### config.mk
export PLATFORM = sky130hd
export DESIGN_NAME = act_ovf_counter
export DESIGN_NICKNAME = d
export VERILOG_FILES = /design/src/rtl/act_ovf_pkg.sv /design/src/rtl/act_ovf_window_timer.sv /design/src/rtl/act_ovf_ctrl_fsm.sv /design/src/rtl/act_ovf_sat_counter.sv /design/src/rtl/act_ovf_counter.sv
export SDC_FILE = /design/constraint.sdc
export NUM_CORES = 1
export LEC_CHECK = 0
export ABC_AREA = 0
export BUFFER_PORTS_ARGS = -buffer_cell sky130_fd_sc_hd__buf_2
export CAP_MARGIN = 10
export CORE_ASPECT_RATIO = 0.9
export CORE_UTILIZATION = 52
export CTS_CLUSTER_SIZE = 14
export DETAILED_ROUTE_END_ITERATION = 10
export PLACE_DENSITY = 0.77
export RECOVER_POWER = 25
export SYNTH_ARGS = -nofsm -noshare
export SYNTH_HDL_FRONTEND = slang
export SYNTH_SLANG_ARGS = --single-unit
export TNS_END_PERCENT = 5
### constraint.sdc
create_clock -name clk -period 2.3 [get_ports clk]
set_clock_uncertainty 0.2 [all_clocks]
set_input_delay 0 -clock clk [delete_from_list [all_inputs] [get_ports clk]]
set_output_delay 0 -clock clk [all_outputs]
set_load 0.01 [all_outputs]
### src/rtl/act_ovf_pkg.sv
package act_ovf_pkg;
    typedef enum logic [0:0] {
        ST_IDLE   = 1'b0,
        ST_WINDOW = 1'b1
    } ovf_state_t;
endpackage

### src/rtl/act_ovf_window_timer.sv
module act_ovf_window_timer #(
    parameter int WIN_MS = 100
) (
    input  logic clk,
    input  logic rst_n,
    input  logic clr_i,
    input  logic adv_i,
    input  logic tick_i,
    output logic at_last_o,
    output logic [$clog2(WIN_MS+1)-1:0] win_cnt_o
);
    localparam int TW = $clog2(WIN_MS + 1);
    localparam logic [TW-1:0] LAST = TW'(WIN_MS - 1);

    logic [TW-1:0] cnt_q;

    always_ff @(posedge clk or negedge rst_n) begin
        if (!rst_n) begin
            cnt_q <= '0;
        end else if (clr_i) begin
            cnt_q <= '0;
        end else if (adv_i && tick_i) begin
            if (cnt_q == LAST) cnt_q <= '0;
            else               cnt_q <= cnt_q + 1'b1;
        end
    end

    assign at_last_o = (cnt_q == LAST);
    assign win_cnt_o = cnt_q;
endmodule

### src/rtl/act_ovf_ctrl_fsm.sv
module act_ovf_ctrl_fsm
    import act_ovf_pkg::*;
(
    input  logic       clk,
    input  logic       rst_n,
    input  logic       trig_i,
    input  logic       spd_active_i,
    input  logic       tick_i,
    input  logic       at_last_i,
    output logic       clr_o,
    output logic       adv_o,
    output logic       inc_o,
    output ovf_state_t state_o
);
    ovf_state_t state_q, state_d;

    // state register
    always_ff @(posedge clk or negedge rst_n) begin
        if (!rst_n) state_q <= ST_IDLE;
        else        state_q <= state_d;
    end

    // next state and outputs
    always_comb begin
        state_d = state_q;
        clr_o   = 1'b0;
        adv_o   = 1'b0;
        inc_o   = 1'b0;
        unique case (state_q)
            ST_IDLE: begin
                if (trig_i) begin          // START
                    clr_o   = 1'b1;
                    state_d = ST_WINDOW;
                end
            end
            ST_WINDOW: begin
                if (trig_i) begin          // RESTART
                    clr_o = 1'b1;
                end else if (!spd_active_i) begin   // LAPSE
                    clr_o   = 1'b1;
                    state_d = ST_IDLE;
                end else begin             // HOLD or EXPIRE
                    adv_o = 1'b1;
                    inc_o = tick_i && at_last_i;
                end
            end
            default: state_d = ST_IDLE;
        endcase
    end

    assign state_o = state_q;
endmodule

### src/rtl/act_ovf_sat_counter.sv
module act_ovf_sat_counter #(
    parameter int CNT_W = 8
) (
    input  logic             clk,
    input  logic             rst_n,
    input  logic             ld_i,
    input  logic [CNT_W-1:0] ld_val_i,
    input  logic             inc_i,
    output logic [CNT_W-1:0] cnt_o
);
    localparam logic [CNT_W-1:0] TOP = {CNT_W{1'b1}};

    logic [CNT_W-1:0] cnt_q;

    always_ff @(posedge clk or negedge rst_n) begin
        if (!rst_n) begin
            cnt_q <= '0;
        end else if (ld_i) begin
            cnt_q <= ld_val_i;
        end else if (inc_i && (cnt_q != TOP)) begin
            cnt_q <= cnt_q + 1'b1;
        end
    end

    assign cnt_o = cnt_q;
endmodule

### src/rtl/act_ovf_counter.sv
module act_ovf_counter
    import act_ovf_pkg::*;
#(
    parameter int CNT_W  = 8,
    parameter int WIN_MS = 100
) (
    input  logic             clk,
    input  logic             rst_n,
    input  logic             trig_i,
    input  logic             spd_active_i,
    input  logic             ms_tick_i,
    input  logic             wr_en_i,
    input  logic [CNT_W-1:0] wr_data_i,
    output logic [CNT_W-1:0] ovf_cnt_o
);
    localparam int TW = $clog2(WIN_MS + 1);

    logic          win_clr, win_adv, win_last, ovf_inc;
    logic [TW-1:0] win_cnt;
    ovf_state_t    state_q;

    act_ovf_ctrl_fsm u_fsm (
        .clk          (clk),
        .rst_n        (rst_n),
        .trig_i       (trig_i),
        .spd_active_i (spd_active_i),
        .tick_i       (ms_tick_i),
        .at_last_i    (win_last),
        .clr_o        (win_clr),
        .adv_o        (win_adv),
        .inc_o        (ovf_inc),
        .state_o      (state_q)
    );

    act_ovf_window_timer #(.WIN_MS(WIN_MS)) u_timer (
        .clk       (clk),
        .rst_n     (rst_n),
        .clr_i     (win_clr),
        .adv_i     (win_adv),
        .tick_i    (ms_tick_i),
        .at_last_o (win_last),
        .win_cnt_o (win_cnt)
    );

    act_ovf_sat_counter #(.CNT_W(CNT_W)) u_cnt (
        .clk      (clk),
        .rst_n    (rst_n),
        .ld_i     (wr_en_i),
        .ld_val_i (wr_data_i),
        .inc_i    (ovf_inc),
        .cnt_o    (ovf_cnt_o)
    );
endmodule

# After elaboration in Yosys (flattened, before gate mapping)
# Index checks and enable logic that the tools add are counted.
[totals]
reg_bits = 16
wordCells = 30
output_inout_bits = 8
[classes]
reduce_logical = 5
mux = 17
n_eq_ne = 2
n_bitwise = 1
add_sub_neg = 2
[op_table]
columns = ["op", "n"]
rows = [
  ["$mux W7", 3],
  ["$mux W8", 2],
  ["$mux W1", 10],
  ["$add A8 B1 Y8 const B", 1],
  ["$ne A8 B8 Y1 const B", 1],
  ["$add A7 B1 Y7 const B", 1],
  ["$eq A7 B7 Y1 const B", 1],
  ["$pmux W1 S2", 2],
  ["$reduce_bool A2 Y1", 2],
  ["$logic_and A1 B1 Y1", 3],
  ["$not A1 Y1", 1],
]

# Longest topological paths before layout
# Gate-level depths: netlist (run 1).
[logic_depth]
depth_word = 8
mapped_depth = 6

# Hierarchy
# A second synthesis (run 1) with hierarchy kept.
[unflattened]
hier_cells = 116
hier_area_um2 = 1049.8
[by_module_without_submodules]
columns = ["module", "cells_per_inst", "area_each_um2", "seq_area_each_um2", "instances"]
rows = [
  ["act_ovf_sat_counter", 62, 569.3, 200.2, 1],
  ["act_ovf_window_timer", 46, 412.9, 175.2, 1],
  ["act_ovf_ctrl_fsm", 8, 67.6, 25.0, 1],
]

# Least setup slack after synthesis (run 1)
# OpenSTA, ideal clock, no wires.
[synth_path]
path_type = "reg2reg"
start = "register u_cnt.cnt_q[0], in the netlist u_cnt.cnt_o[0]"
end = "register u_cnt.cnt_q[5], in the netlist u_cnt.cnt_o[5]"
setup_ns = 0.082
slack_ns = 0.501
path_stages_with_launch = 6
path_buffers = 0
arrival_time_ns = 1.517
path_cell_list = "dfrtp_1 > ha_1 > nand4_1 > nand2_1 > or4_1 > a31oi_1"
[synth_between]
elab_chain_cells = 3
[synth_lines]
columns = ["element", "line_no", "source"]
rows = [
  ["start: declaration", "act_ovf_sat_counter.sv:13", "logic [CNT_W-1:0] cnt_q;"],
  ["start signal: assignment", "act_ovf_sat_counter.sv:19", "cnt_q <= ld_val_i;"],
  ["start signal: assignment", "act_ovf_sat_counter.sv:21", "cnt_q <= cnt_q + 1'b1;"],
  ["$add A8 B1 Y8 or $ne A8 B8 Y1 (tied branches)", "act_ovf_sat_counter.sv:21, act_ovf_sat_counter.sv:20", ""],
  ["$mux W8 or $logic_and A1 B1 Y1 (tied branches)", "act_ovf_sat_counter.sv:20", "end else if (inc_i && (cnt_q != TOP)) begin"],
  ["$mux W8 or $reduce_bool A2 Y1 (tied branches)", "-", ""],
]
# Parallel ways exist; a longest one is shown, timed or not. The select of a mux whose other input is x is not followed.
# A chain may end at the register's enable or synchronous reset.

# Worst setup path in the final report (run 1)
[layout_path]
start = "register u_timer.cnt_q[4], in the netlist u_timer.win_cnt_o[4]"
end = "register u_cnt.cnt_q[2], in the netlist u_cnt.cnt_o[2]"
[layout_between]
elab_chain_cells = 7
[layout_lines]
columns = ["element", "line_no", "source"]
rows = [
  ["start: declaration", "act_ovf_window_timer.sv:15", "logic [TW-1:0] cnt_q;"],
  ["start signal: assignment", "act_ovf_window_timer.sv:24", "else cnt_q <= cnt_q + 1'b1;"],
  ["$eq A7 B7 Y1", "act_ovf_window_timer.sv:28", "assign at_last_o = (cnt_q == LAST);"],
  ["$logic_and A1 B1 Y1", "act_ovf_ctrl_fsm.sv:44", "inc_o = tick_i && at_last_i;"],
  ["$mux W1", "act_ovf_ctrl_fsm.sv:39", "end else if (!spd_active_i) begin"],
  ["$mux W1", "act_ovf_ctrl_fsm.sv:37", "if (trig_i) begin"],
  ["$mux W1", "act_ovf_ctrl_fsm.sv:29", "unique case (state_q)"],
  ["$logic_and A1 B1 Y1", "act_ovf_sat_counter.sv:20", ""],
  ["$reduce_bool A2 Y1 (no line)", "-", ""],
]
# No other way between the ends.

==> reports/results.ini, run 1 <==
[placement]
dp.cells = 148
portBuffers = 21
place.gp.congestion = 0.860
dp_hpwl_um = 1650

[worst_hold_path]
hold_path_class = in2reg

[setup_path]
cpPeakStageDelay_ns = 0.56
path_max_fanout = 5
cp.arrival_ns = 2.25
critPathRequiredTime_ns = 2.30
crit_chain = and4bb_4 -> and4_4 -> mux2i_1 -> o21ai_1 -> dlygate4sd3_1
crit_type = reg2reg
worst_setup_path_end_kind = flip-flop
worst_setup_path_start_kind = flip-flop
crit_slowest_cell = dlygate4sd3_1

[sta]
max_freq_mhz = 444
setup_viol = 0
holdWs_ns = 0.268
period_share_pct = 97.9
final-hold-violation-count = 0
maxSlewHeadroom_pct = 49.0
worstMarginPinSlew_ns = 0.763
finalMaxSlewViolations = 0
fin_crit_ns = 2.25

[synthesis]
yosysWarningCount = 0
synth_top_area_cell = dfrtp_1
synth.most_common_cell = dfrtp_1
yosys-top-cells-area = dfrtp_1 (41%), nand2_1 (4.2%), nor2_1 (3.0%)
seq_area_frac_synth_pct = 40.7
synth-edff-count = 0
synthDominantCellAreaShare_pct = 40.7
yosysUniqueCellTypes = 40
ys.flop_type = dfrtp_1
async_flop_share_pct = 100
synth_area_um2 = 985
synth_seq_cells = 16
syn_nets = 120
synth_cells = 104
ys_top_cells_by_count = dfrtp_1 (16), nand2_1 (11), nor2_1 (8)
avgSynthCellArea_um2 = 9.47

[global_routing]
busiest_layer = met2
grt_use_met3_pct = 9.79
grtUsageMet2_pct = 48.4
grt_pass1_vias = 1040
grt_usage_pct = 32.7
antenna_found_initial = 0
grt_pass1_wl_um = 4710
gr-total-overflow = 0
grt_max_degree = 17
grt_use_met1_pct = 42.8

[finish]
diodes = 0
drive_gt1_share_pct = 25.5
fill_cells = 103
fin_cells = 181
area_growth_pct = 46.8
nets = 174

[power_and_ir_drop]
power_switching_uw = 192
combPwrFrac_pct = 22.4
p_leak_uw = 0.000594
netSwitchingFraction_pct = 28.9
clkPwrFrac_pct = 29.6
ir_drop_mv = 0.360
intPower_uw = 472
cellPowerDensity_nw_per_um2 = 459
seqPwrFrac_pct = 48.0

[outcome]
outcome = finished, final reports clean

[cts]
numCtsBuffers = 3
cts-root-buf = clkbuf_4
cts.sinks = 16
cts_buffer_depth = 2
h-tree-depth = 1
clkLatencyLatePin_ns = 0.30
path_clk_slew_ns = 0.10
cts_tree = built

[drt]
final_antenna_net_count = 0
vias = 1143
drt_iter0_drc = 31
wl_per_cell_um = 16.9
drc_errors = 0
first_pass_iters = 4
avgViaCountPerCell = 6.31
totalWireLength_um = 3050

[floorplanning]
die_y_um = 43.3
num_rows = 14
initial_core_util_pct = 57.4
ios = 22
dieArea_um2 = 2070
die_w_um = 47.9
core_area_um2 = 1720

[run]
cap_viol_max_count = 0

-- kinds of logic (layout without fill, tap and decap cells) --
family                   Yosys count  count (layout)  share of synthesized area [%]
AND/OR/NAND/NOR                   45              45                           27.4
multiplexers                       2               2                           2.03
flip-flops                        16              16                           40.7
AO/OA/AOI/OAI                     35              35                           25.3
buffers and inverters              4              57                           2.03
adder cells (fa/ha/maj)            2               2                           2.54
-- cells in the final DEF (no fill, tap or decap), types with 3 or more instances in the layout --
| master | instances |
|---|---|
| dlygate4sd3_1 | 24 |
| buf_2 | 15 |
| dfrtp_1 | 13 |
| nand2_1 | 11 |
| nor2_1 | 8 |
| clkbuf_1 | 6 |
| nand3_1 | 5 |
| buf_4 | 5 |
| a31oi_1 | 4 |
| o21ai_1 | 4 |
| o21ai_0 | 4 |
| nand4_1 | 3 |
| or4_1 | 3 |
| a31o_2 | 3 |
| a21oi_1 | 3 |
| clkbuf_4 | 3 |
| dfrtp_2 | 3 |
-- what timing repair did --
item	4_1_cts	5_1_grt
setup buffers	0	4
endpoints found under the hold margin	29	0
setup endpoints to repair	0	4
resized for setup	0	9
hold buffers	25	0
-- cell type report --
class	count	area, um^2	share of cell area [%]
Multi-Input combinational cell	84	579	40.1
Sequential cell	16	404	28.0
Timing Repair Buffer	51	388	26.8
Clock buffer	4	36.3	2.51
Tap cell	24	30.0	2.08
Inverter	2	7.51	0.519
-- through the flow --
step | instance area (um^2) | power, uW | setup WS (ns) | setup TNS [ns] | util (%)
4_1_cts | 1400 | 651 | 0.0377 | 0 | 81.6
2_1_floorplan | 985 | 377 | 0.501 | 0 | -
6_report | 1450 | 664 | 0.0493 | 0 | 84.2
5_1_grt | 1450 | 691 | -0.00740 | -0.00740 | 84.2
3_3_place_gp | 1110 | 422 | 0.450 | 0 | 64.9
3_5_place_dp | 1110 | 425 | 0.421 | 0 | 64.9
-- flip-flops by register name, indices dropped and copies added (netlist names) --
name	count
u_cnt.cnt_o	8
u_timer.win_cnt_o	7
u_fsm.state_o	1
-- worst max-delay path: cells and delay by family, from the launching register on --
| kind | cells | cell delay, ns |
|---|---|---|
| buffers and inverters | 1 | 0.56 |
| flip-flops | 1 | 0.44 |
| AO/OA/AOI/OAI | 1 | 0.07 |
| multiplexers | 1 | 0.21 |
| AND/OR/NAND/NOR | 2 | 0.66 |
-- power by group through the flow --
stage / clock, uW / combinational (uW) / sequential (uW)
final: 196 / 149 / 319
after CTS: 196 / 139 / 315
after floorplan: 0 / 53.4 / 323
after detailed placement: 0 / 104 / 321
after global placement: 0 / 102 / 320
after global routing: 208 / 162 / 321
-- final timing paths --
kind	start	to	slack, ns	cells past startpoint
max	u_timer.win_cnt_o[4]$_DFFE_PN0P_	u_cnt.cnt_o[2]$_DFFE_PN0P_	0.05	5
min	wr_data_i[1]	u_cnt.cnt_o[1]$_DFFE_PN0P_	0.27	3
max reg2reg	u_timer.win_cnt_o[4]$_DFFE_PN0P_	u_cnt.cnt_o[2]$_DFFE_PN0P_	0.05	5
min reg2reg	u_timer.win_cnt_o[6]$_DFFE_PN0P_	u_timer.win_cnt_o[6]$_DFFE_PN0P_	0.39	2
max in group asynchronous	rst_n	u_timer.win_cnt_o[3]$_DFFE_PN0P_	0.75	3
min in group asynchronous	rst_n	u_timer.win_cnt_o[0]$_DFFE_PN0P_	0.63	3
-- routing by layer --
metal	up-vias	wire length (um)
li1	512	-
met1	543	1270
met4	0	127
met5	-	0
met2	70	1400
met3	18	257
Note: power is estimated with default switching activity, not from simulation.
==> run 2: changes to the inputs <==
--- a/config.mk
+++ b/config.mk
@@ -5,14 +5,14 @@
 export SDC_FILE = /design/constraint.sdc
 export NUM_CORES = 1
 export LEC_CHECK = 0
-export ABC_AREA = 0
+export ABC_AREA = 1
 export BUFFER_PORTS_ARGS = -buffer_cell sky130_fd_sc_hd__buf_2
 export CAP_MARGIN = 10
 export CORE_ASPECT_RATIO = 0.9
-export CORE_UTILIZATION = 52
+export CORE_UTILIZATION = 53
 export CTS_CLUSTER_SIZE = 14
 export DETAILED_ROUTE_END_ITERATION = 10
-export PLACE_DENSITY = 0.77
+export PLACE_DENSITY_LB_ADDON = 0.05
 export RECOVER_POWER = 25
 export SYNTH_ARGS = -nofsm -noshare
 export SYNTH_HDL_FRONTEND = slang
==> reports/results.ini, run 2 <==
[finish]
drive_gt1_share_pct = 16.8  ; was 25.5%
nets = 219  ; was 174
area_growth_pct = 33.3  ; was 46.8%
layout_common_cells = nand2_1 (58), dlygate4sd3_1 (24), dfrtp_1 (16)  ; was dlygate4sd3_1 (24), buf_2 (15), dfrtp_1 (13)
diodes = 0  ; unchanged
largest_register_ffs = 8  ; unchanged
layout_commonest_cell = nand2_1  ; was dlygate4sd3_1

[synthesis]
ys.flop_type = dfrtp_1  ; unchanged
synth_seq_cells = 16  ; unchanged
ys_top_cells_by_count = nand2_1 (58), dfrtp_1 (16), inv_1 (14), nand3_1 (14), nor2_1 (12)  ; was dfrtp_1 (16), nand2_1 (11), nor2_1 (8)
synthDominantCellAreaShare_pct = 36.7  ; was 40.7%
synth_cells = 156  ; was 104
avgSynthCellArea_um2 = 6.99  ; was 9.47 um^2
yosysUniqueCellTypes = 23  ; was 40
yosysWarningCount = 0  ; unchanged
synth-edff-count = 0  ; unchanged
synth.most_common_cell = nand2_1  ; was dfrtp_1
yosys-top-cells-area = dfrtp_1 (37%), nand2_1 (20%), nand3_1 (6.4%)  ; was dfrtp_1 (41%), nand2_1 (4.2%), nor2_1 (3.0%)
synth_area_um2 = 1090  ; was 985 um^2
syn_nets = 172  ; was 120
seq_area_frac_synth_pct = 36.7  ; was 40.7%
synth_top_area_cell = dfrtp_1  ; unchanged
async_flop_share_pct = 100  ; unchanged

[run]
cap_viol_max_count = 0  ; unchanged

[power_and_ir_drop]
cellPowerDensity_nw_per_um2 = 484  ; was 459 nW/um^2
ir_drop_mv = 0.579  ; was 0.360 mV
p_leak_uw = 0.000695  ; was 0.000594 uW

[sta]
max_freq_mhz = 484  ; was 444 MHz
final-hold-violation-count = 0  ; unchanged
maxSlewHeadroom_pct = 50.5  ; was 49.0%
tns_ns = 0  ; unchanged
rsz0062_at_grt = no
setup_viol = 0  ; unchanged
fin_crit_ns = 2.07  ; was 2.25 ns
period_share_pct = 89.8  ; was 97.9%
worstMarginPinSlew_ns = 0.741  ; was 0.763 ns
holdWs_ns = 0.154  ; was 0.268 ns
finalMaxSlewViolations = 0  ; unchanged

[cts]
cts_resized = 0  ; unchanged
cts-root-buf = clkbuf_4  ; unchanged
cts_tree = built  ; unchanged
numCtsBuffers = 3  ; unchanged
h-tree-depth = 1  ; unchanged
cts.sinks = 16  ; unchanged
cts_buffer_depth = 2  ; unchanged
path_clk_slew_ns = 0.09  ; was 0.10 ns
cts_setup_buffers = 0  ; unchanged
clkLatencyLatePin_ns = 0.29  ; was 0.30 ns

[global_routing]
grt_usage_pct = 25.6  ; was 32.7%
gr-total-overflow = 0  ; unchanged
grt_pass1_vias = 980  ; was 1040
grt_max_degree = 17  ; unchanged
antenna_found_initial = 0  ; unchanged
grt_pass1_wl_um = 4260  ; was 4710 um

[drt]
final_antenna_net_count = 0  ; unchanged
first_pass_iters = 5  ; was 4
wl_per_cell_um = 11.4  ; was 16.9 um
totalWireLength_um = 2580  ; was 3050 um
vias = 1136  ; was 1143
drt_iter0_drc = 27  ; was 31
drc_errors = 0  ; unchanged
avgViaCountPerCell = 5.00  ; was 6.31

[setup_path]
path_max_fanout = 1  ; was 5
crit_chain = dlygate4sd3_1 -> buf_2 -> nand2_1 -> dlygate4sd3_1 -> o21ai_0 -> dlygate4sd3_1 -> nand2_1 -> nand2_1  ; was and4bb_4 -> and4_4 -> mux2i_1 -> o21ai_1 -> dlygate4sd3_1
regToRegEndpoint = u_cnt.cnt_o[2]$_DFFE_PN0P_  ; unchanged
cp.arrival_ns = 2.05  ; was 2.25 ns
r2r-start = u_cnt.cnt_o[0]$_DFFE_PN0P_  ; was u_timer.win_cnt_o[4]$_DFFE_PN0P_
crit_slowest_cell = dlygate4sd3_1  ; unchanged
cpPeakStageDelay_ns = 0.58  ; was 0.56 ns
ff2ff_setup_slack_ns = 0.27  ; was 0.05 ns
worst_setup_path_start_kind = input pin  ; was flip-flop
crit_type = in2reg  ; was reg2reg
critPathRequiredTime_ns = 2.29  ; was 2.30 ns
rr_worst_depth = 6  ; was 5
worst_setup_path_end_kind = flip-flop  ; unchanged

[worst_hold_path]
hold_end = u_cnt.cnt_o[4]$_DFFE_PN0P_  ; was u_cnt.cnt_o[1]$_DFFE_PN0P_
hold_start = wr_en_i  ; was wr_data_i[1]
hold_path_class = in2reg  ; unchanged
holdPathStages = 6  ; was 3

[floorplanning]
die_w_um = 49.8  ; was 47.9 um
core_area_um2 = 1930  ; was 1720 um^2
num_rows = 15  ; was 14
ios = 22  ; unchanged
die_y_um = 45.0  ; was 43.3 um
initial_core_util_pct = 56.4  ; was 57.4%
dieArea_um2 = 2240  ; was 2070 um^2

[placement]
dp_hpwl_um = 1630  ; was 1650 um
place.gp.congestion = 0.858  ; was 0.860
portBuffers = 21  ; unchanged

[outcome]
outcome = finished, final reports clean  ; unchanged

run 2: logic make-up (layout without fill, tap and decap cells):
| group | Yosys count | in the layout | synth area share [%] |
|---|---|---|---|
| and+or+nand+nor | 100 | 100 | 41.6 |
| buffers and inverters | 20 | 66 | 8.94 |
| AOI/OAI and AO/OA | 16 | 16 | 8.83 |
| DFF | 16 | 16 | 36.7 |
| adders and majority gates | 2 | 2 | 2.29 |
| xor gates and xnor gates | 2 | 2 | 1.61 |
run 2: worst max-delay path by stage:
stage | from | endpoint | slack [ns]
after floorplan | u_cnt.cnt_o[1]$_DFFE_PN0P_ | u_cnt.cnt_o[4]$_DFFE_PN0P_ | 0.74
after global placement | u_cnt.cnt_o[0]$_DFFE_PN0P_ | u_cnt.cnt_o[2]$_DFFE_PN0P_ | 0.60
after detailed placement | u_cnt.cnt_o[0]$_DFFE_PN0P_ | u_cnt.cnt_o[4]$_DFFE_PN0P_ | 0.57
after CTS | u_fsm.state_o$_DFF_PN0_ | u_timer.win_cnt_o[1]$_DFFE_PN0P_ | 0.09
after global routing | u_cnt.cnt_o[0]$_DFFE_PN0P_ | u_cnt.cnt_o[2]$_DFFE_PN0P_ | 0.19
final | wr_data_i[2] | u_cnt.cnt_o[2]$_DFFE_PN0P_ | 0.23
run 2: critical path: cells and delay by family:
kind | cells | cell delay [ns]
AOI/OAI and AO/OA | 1 | 0.09
buffers and inverters | 4 | 1.78
and+or+nand+nor | 3 | 0.19
run 2: routing by layer:
layer	share of wire (%)	vias to the layer above	global-route usage [%]
met5	0	-	0
met4	1.1	0	6.86
met3	4.7	4	6.06
met2	47	38	39.2
met1	47	506	36.6
li1	-	588	-
run 2: cell type report:
cell class	instances	area (um^2)
inverters	17	63.8
fillers	147	479
flip-flops and latches	16	400
well taps	25	31.3
repair buffers	45	335
clock buffers	4	36.3
multi-input cells	120	587
run 2: timing repair:
action | 4_1_cts | 5_1_grt
hold endpoints to repair | 32 | 0
endpoints found under the setup margin | 0 | 1
hold buffers | 25 | 0
run 2: per-stage QoR:
stage | instances | util [%] | power, uW | cell area, um^2 | setup WS (ns)
after floorplan | 156 | - | 440 | 1090 | 0.738
after global placement | 199 | 61.7 | 487 | 1190 | 0.597
after detailed placement | 199 | 61.7 | 489 | 1190 | 0.570
after CTS | 228 | 76.6 | 711 | 1480 | 0.0896
after global routing | 227 | 75.2 | 746 | 1450 | 0.187
final | 227 | 75.2 | 703 | 1450 | 0.234
run 2: report_power, final:
part	switching (uW)	total (uW)	internal, uW
Clock	88.5	185	96.4
Sequential	34.5	338	303
Combinational	96.6	180	83.9
Total	220	703	484
==> run 3: changes to the inputs <==
--- a/config.mk
+++ b/config.mk
@@ -9,7 +9,7 @@
 export BUFFER_PORTS_ARGS = -buffer_cell sky130_fd_sc_hd__buf_2
 export CAP_MARGIN = 10
 export CORE_ASPECT_RATIO = 0.9
-export CORE_UTILIZATION = 53
+export CORE_UTILIZATION = 35
 export CTS_CLUSTER_SIZE = 14
 export DETAILED_ROUTE_END_ITERATION = 10
 export PLACE_DENSITY_LB_ADDON = 0.05
==> reports/results.ini, run 3 (synthesis results as in run 2) <==
[cts]
cts-root-buf = clkbuf_4  ; unchanged
path_clk_slew_ns = 0.09  ; about the same
h-tree-depth = 1  ; unchanged
clkLatencyLatePin_ns = 0.28  ; was 0.29 ns
cts_tree = built  ; unchanged
cts_buffer_depth = 2  ; unchanged
numCtsBuffers = 3  ; unchanged
cts.sinks = 16  ; unchanged

[setup_path]
cp.arrival_ns = 2.01  ; was 2.05 ns
setup.worst_path.start = wr_data_i[0]  ; was wr_data_i[2]
cp_common_cell = dlygate4sd3_1
regToRegEndpoint = u_cnt.cnt_o[2]$_DFFE_PN0P_  ; unchanged
r2r-start = u_cnt.cnt_o[0]$_DFFE_PN0P_  ; unchanged
worst_setup_path_end_kind = flip-flop  ; unchanged
rr_worst_depth = 6  ; unchanged
crit_type = in2reg  ; unchanged
critPathRequiredTime_ns = 2.27  ; was 2.29 ns
crit_chain = dlygate4sd3_1 -> buf_2 -> nand2_1 -> dlygate4sd3_1 -> o21ai_0 -> dlygate4sd3_1 -> nand2_2 -> o21ai_2  ; was dlygate4sd3_1 -> buf_2 -> nand2_1 -> dlygate4sd3_1 -> o21ai_0 -> dlygate4sd3_1 -> nand2_1 -> nand2_1
cp_top_family = buffers and inverters  ; unchanged
path_max_fanout = 1  ; unchanged
cp.depth = 8  ; unchanged
worst_setup_path_start_kind = input pin  ; unchanged
ff2ff_setup_slack_ns = 0.36  ; was 0.27 ns
cpPeakStageDelay_ns = 0.57  ; was 0.58 ns
crit_buf_inv = 4  ; unchanged
crit_slowest_cell = dlygate4sd3_1  ; unchanged
crit_end = u_cnt.cnt_o[0]$_DFFE_PN0P_  ; was u_cnt.cnt_o[2]$_DFFE_PN0P_

[drt]
avgViaCountPerCell = 4.52  ; was 5.00
totalWireLength_um = 2680  ; was 2580 um
wl_per_cell_um = 11.1  ; was 11.4 um
final_antenna_net_count = 0  ; unchanged
drt_iter0_drc = 40  ; was 27
vias = 1090  ; was 1136
drc_errors = 0  ; unchanged
first_pass_iters = 4  ; was 5

[finish]
drive_gt1_share_pct = 16.9  ; was 16.8%
largest_register_ffs = 8  ; unchanged
finish.utilization_pct = 51.1  ; was 75.2%
layout_common_cells = nand2_1 (58), dlygate4sd3_1 (24), dfrtp_1 (16)  ; unchanged
nets = 219  ; unchanged
layout_commonest_cell = nand2_1  ; unchanged
diodes = 0  ; unchanged
area_growth_pct = 33.9  ; was 33.3%
fill_cells = 303  ; was 147

[global_routing]
antenna_found_initial = 0  ; unchanged
grt_max_degree = 17  ; unchanged
grt_usage_pct = 18.5  ; was 25.6%
grt_pass1_wl_um = 4460  ; was 4260 um
grt_pass1_vias = 985  ; was 980
gr-total-overflow = 0  ; unchanged

[floorplanning]
dieArea_um2 = 3340  ; was 2240 um^2
num_rows = 18  ; was 15
die_w_um = 60.9  ; was 49.8 um
core_area_um2 = 2860  ; was 1930 um^2
die_y_um = 55.0  ; was 45.0 um
ios = 22  ; unchanged
initial_core_util_pct = 38.1  ; was 56.4%

[power_and_ir_drop]
combPwrFrac_pct = 27.4  ; was 25.7%
cellPowerDensity_nw_per_um2 = 453  ; was 484 nW/um^2
seqPwrFrac_pct = 51.1  ; was 48.0%
fin_total_pwr_uw = 662  ; was 703 uW
intPower_uw = 449  ; was 484 uW
power_switching_uw = 213  ; was 220 uW
clkPwrFrac_pct = 21.5  ; was 26.3%
ir_drop_mv = 0.462  ; was 0.579 mV
p_leak_uw = 0.000683  ; was 0.000695 uW
netSwitchingFraction_pct = 32.2  ; was 31.2%

[run]
cap_viol_max_count = 0  ; unchanged

[placement]
place.gp.congestion = 0.781  ; was 0.858
portBuffers = 21  ; unchanged
post-place-ws_ns = 0.548  ; was 0.570 ns
dp_hpwl_um = 1870  ; was 1630 um

[sta]
fin_ws_ns = 0.258  ; was 0.234 ns
worstMarginPinSlew_ns = 0.768  ; was 0.741 ns
final-hold-violation-count = 0  ; unchanged
max_freq_mhz = 490  ; was 484 MHz
finalMaxSlewViolations = 0  ; unchanged
period_share_pct = 88.8  ; was 89.8%
fin_crit_ns = 2.04  ; was 2.07 ns
maxSlewHeadroom_pct = 48.6  ; was 50.5%
tns_ns = 0  ; unchanged
setup_viol = 0  ; unchanged
rsz0062_at_grt = no  ; unchanged

[outcome]
outcome = finished, final reports clean  ; unchanged

[worst_hold_path]
hold_path_class = in2reg  ; unchanged

-- run 3: cell count changes in the layout (fill, tap and decap cells not counted), sizes merged --
cell / before / now
clkbuf: 12 / 11
-- run 3: worst register-to-register path, cell delays in order, from the launching register on --
cell           delay [ns]
dfrtp_1              0.43
ha_1                 0.28
xnor2_1              0.16
o21ai_0              0.08
dlygate4sd3_1        0.56
nand2_1              0.07
nand2_1              0.05
-- run 3: per-stage QoR --
| step | instances | cell area (um^2) | hold WS, ns |
|---|---|---|---|
| global placement | 214 | 1210 | -0.254 |
| global route | 241 | 1460 | 0.239 |
| finish | 241 | 1460 | 0.181 |
| CTS | 241 | 1480 | 0.179 |
| detailed placement | 214 | 1210 | -0.254 |
| floorplan | 156 | 1090 | -0.496 |
-- run 3: worst min path at each step --
stage / from / to / slack [ns] / cells past startpoint
after floorplan: rst_n / u_cnt.cnt_o[0]$_DFFE_PN0P_ / -0.50 / 0
after global placement: rst_n / u_timer.win_cnt_o[2]$_DFFE_PN0P_ / -0.25 / 1
after detailed placement: rst_n / u_timer.win_cnt_o[2]$_DFFE_PN0P_ / -0.25 / 1
after CTS: wr_en_i / u_cnt.cnt_o[1]$_DFFE_PN0P_ / 0.18 / 6
after global routing: wr_en_i / u_cnt.cnt_o[1]$_DFFE_PN0P_ / 0.24 / 6
final: wr_en_i / u_cnt.cnt_o[4]$_DFFE_PN0P_ / 0.18 / 6
-- run 3: repair_timing --
item                      CTS  global route
hold endpoints to repair   32             0
hold buffers               24             0
setup buffers               0             0
gates resized for setup     0             0
-- run 3: area by class of cell --
class | instances | area (um^2) | share of cell area (%)
inverters | 17 | 63.8 | 4.37
repair buffers | 45 | 335 | 22.9
well taps | 40 | 50.0 | 3.42
flip-flops and latches | 16 | 400 | 27.4
multi-input cells | 120 | 589 | 40.3
clock buffers | 3 | 22.5 | 1.54
-- run 3: routing by layer --
layer	up-vias	wire (um)	GRT usage, %
met4	0	14	3.41
met1	479	1430	27.5
li1	589	-	-
met5	-	0	0
met3	2	82	4.88
met2	20	1150	26.9
-- run 3: power by group through the flow --
stage / clock network (uW) / logic (uW) / registers (uW)
final: 142 / 182 / 338
after global routing: 167 / 207 / 343
after CTS: 155 / 187 / 338
after detailed placement: 0 / 151 / 343
after global placement: 0 / 151 / 342
after floorplan: 0 / 98.2 / 341
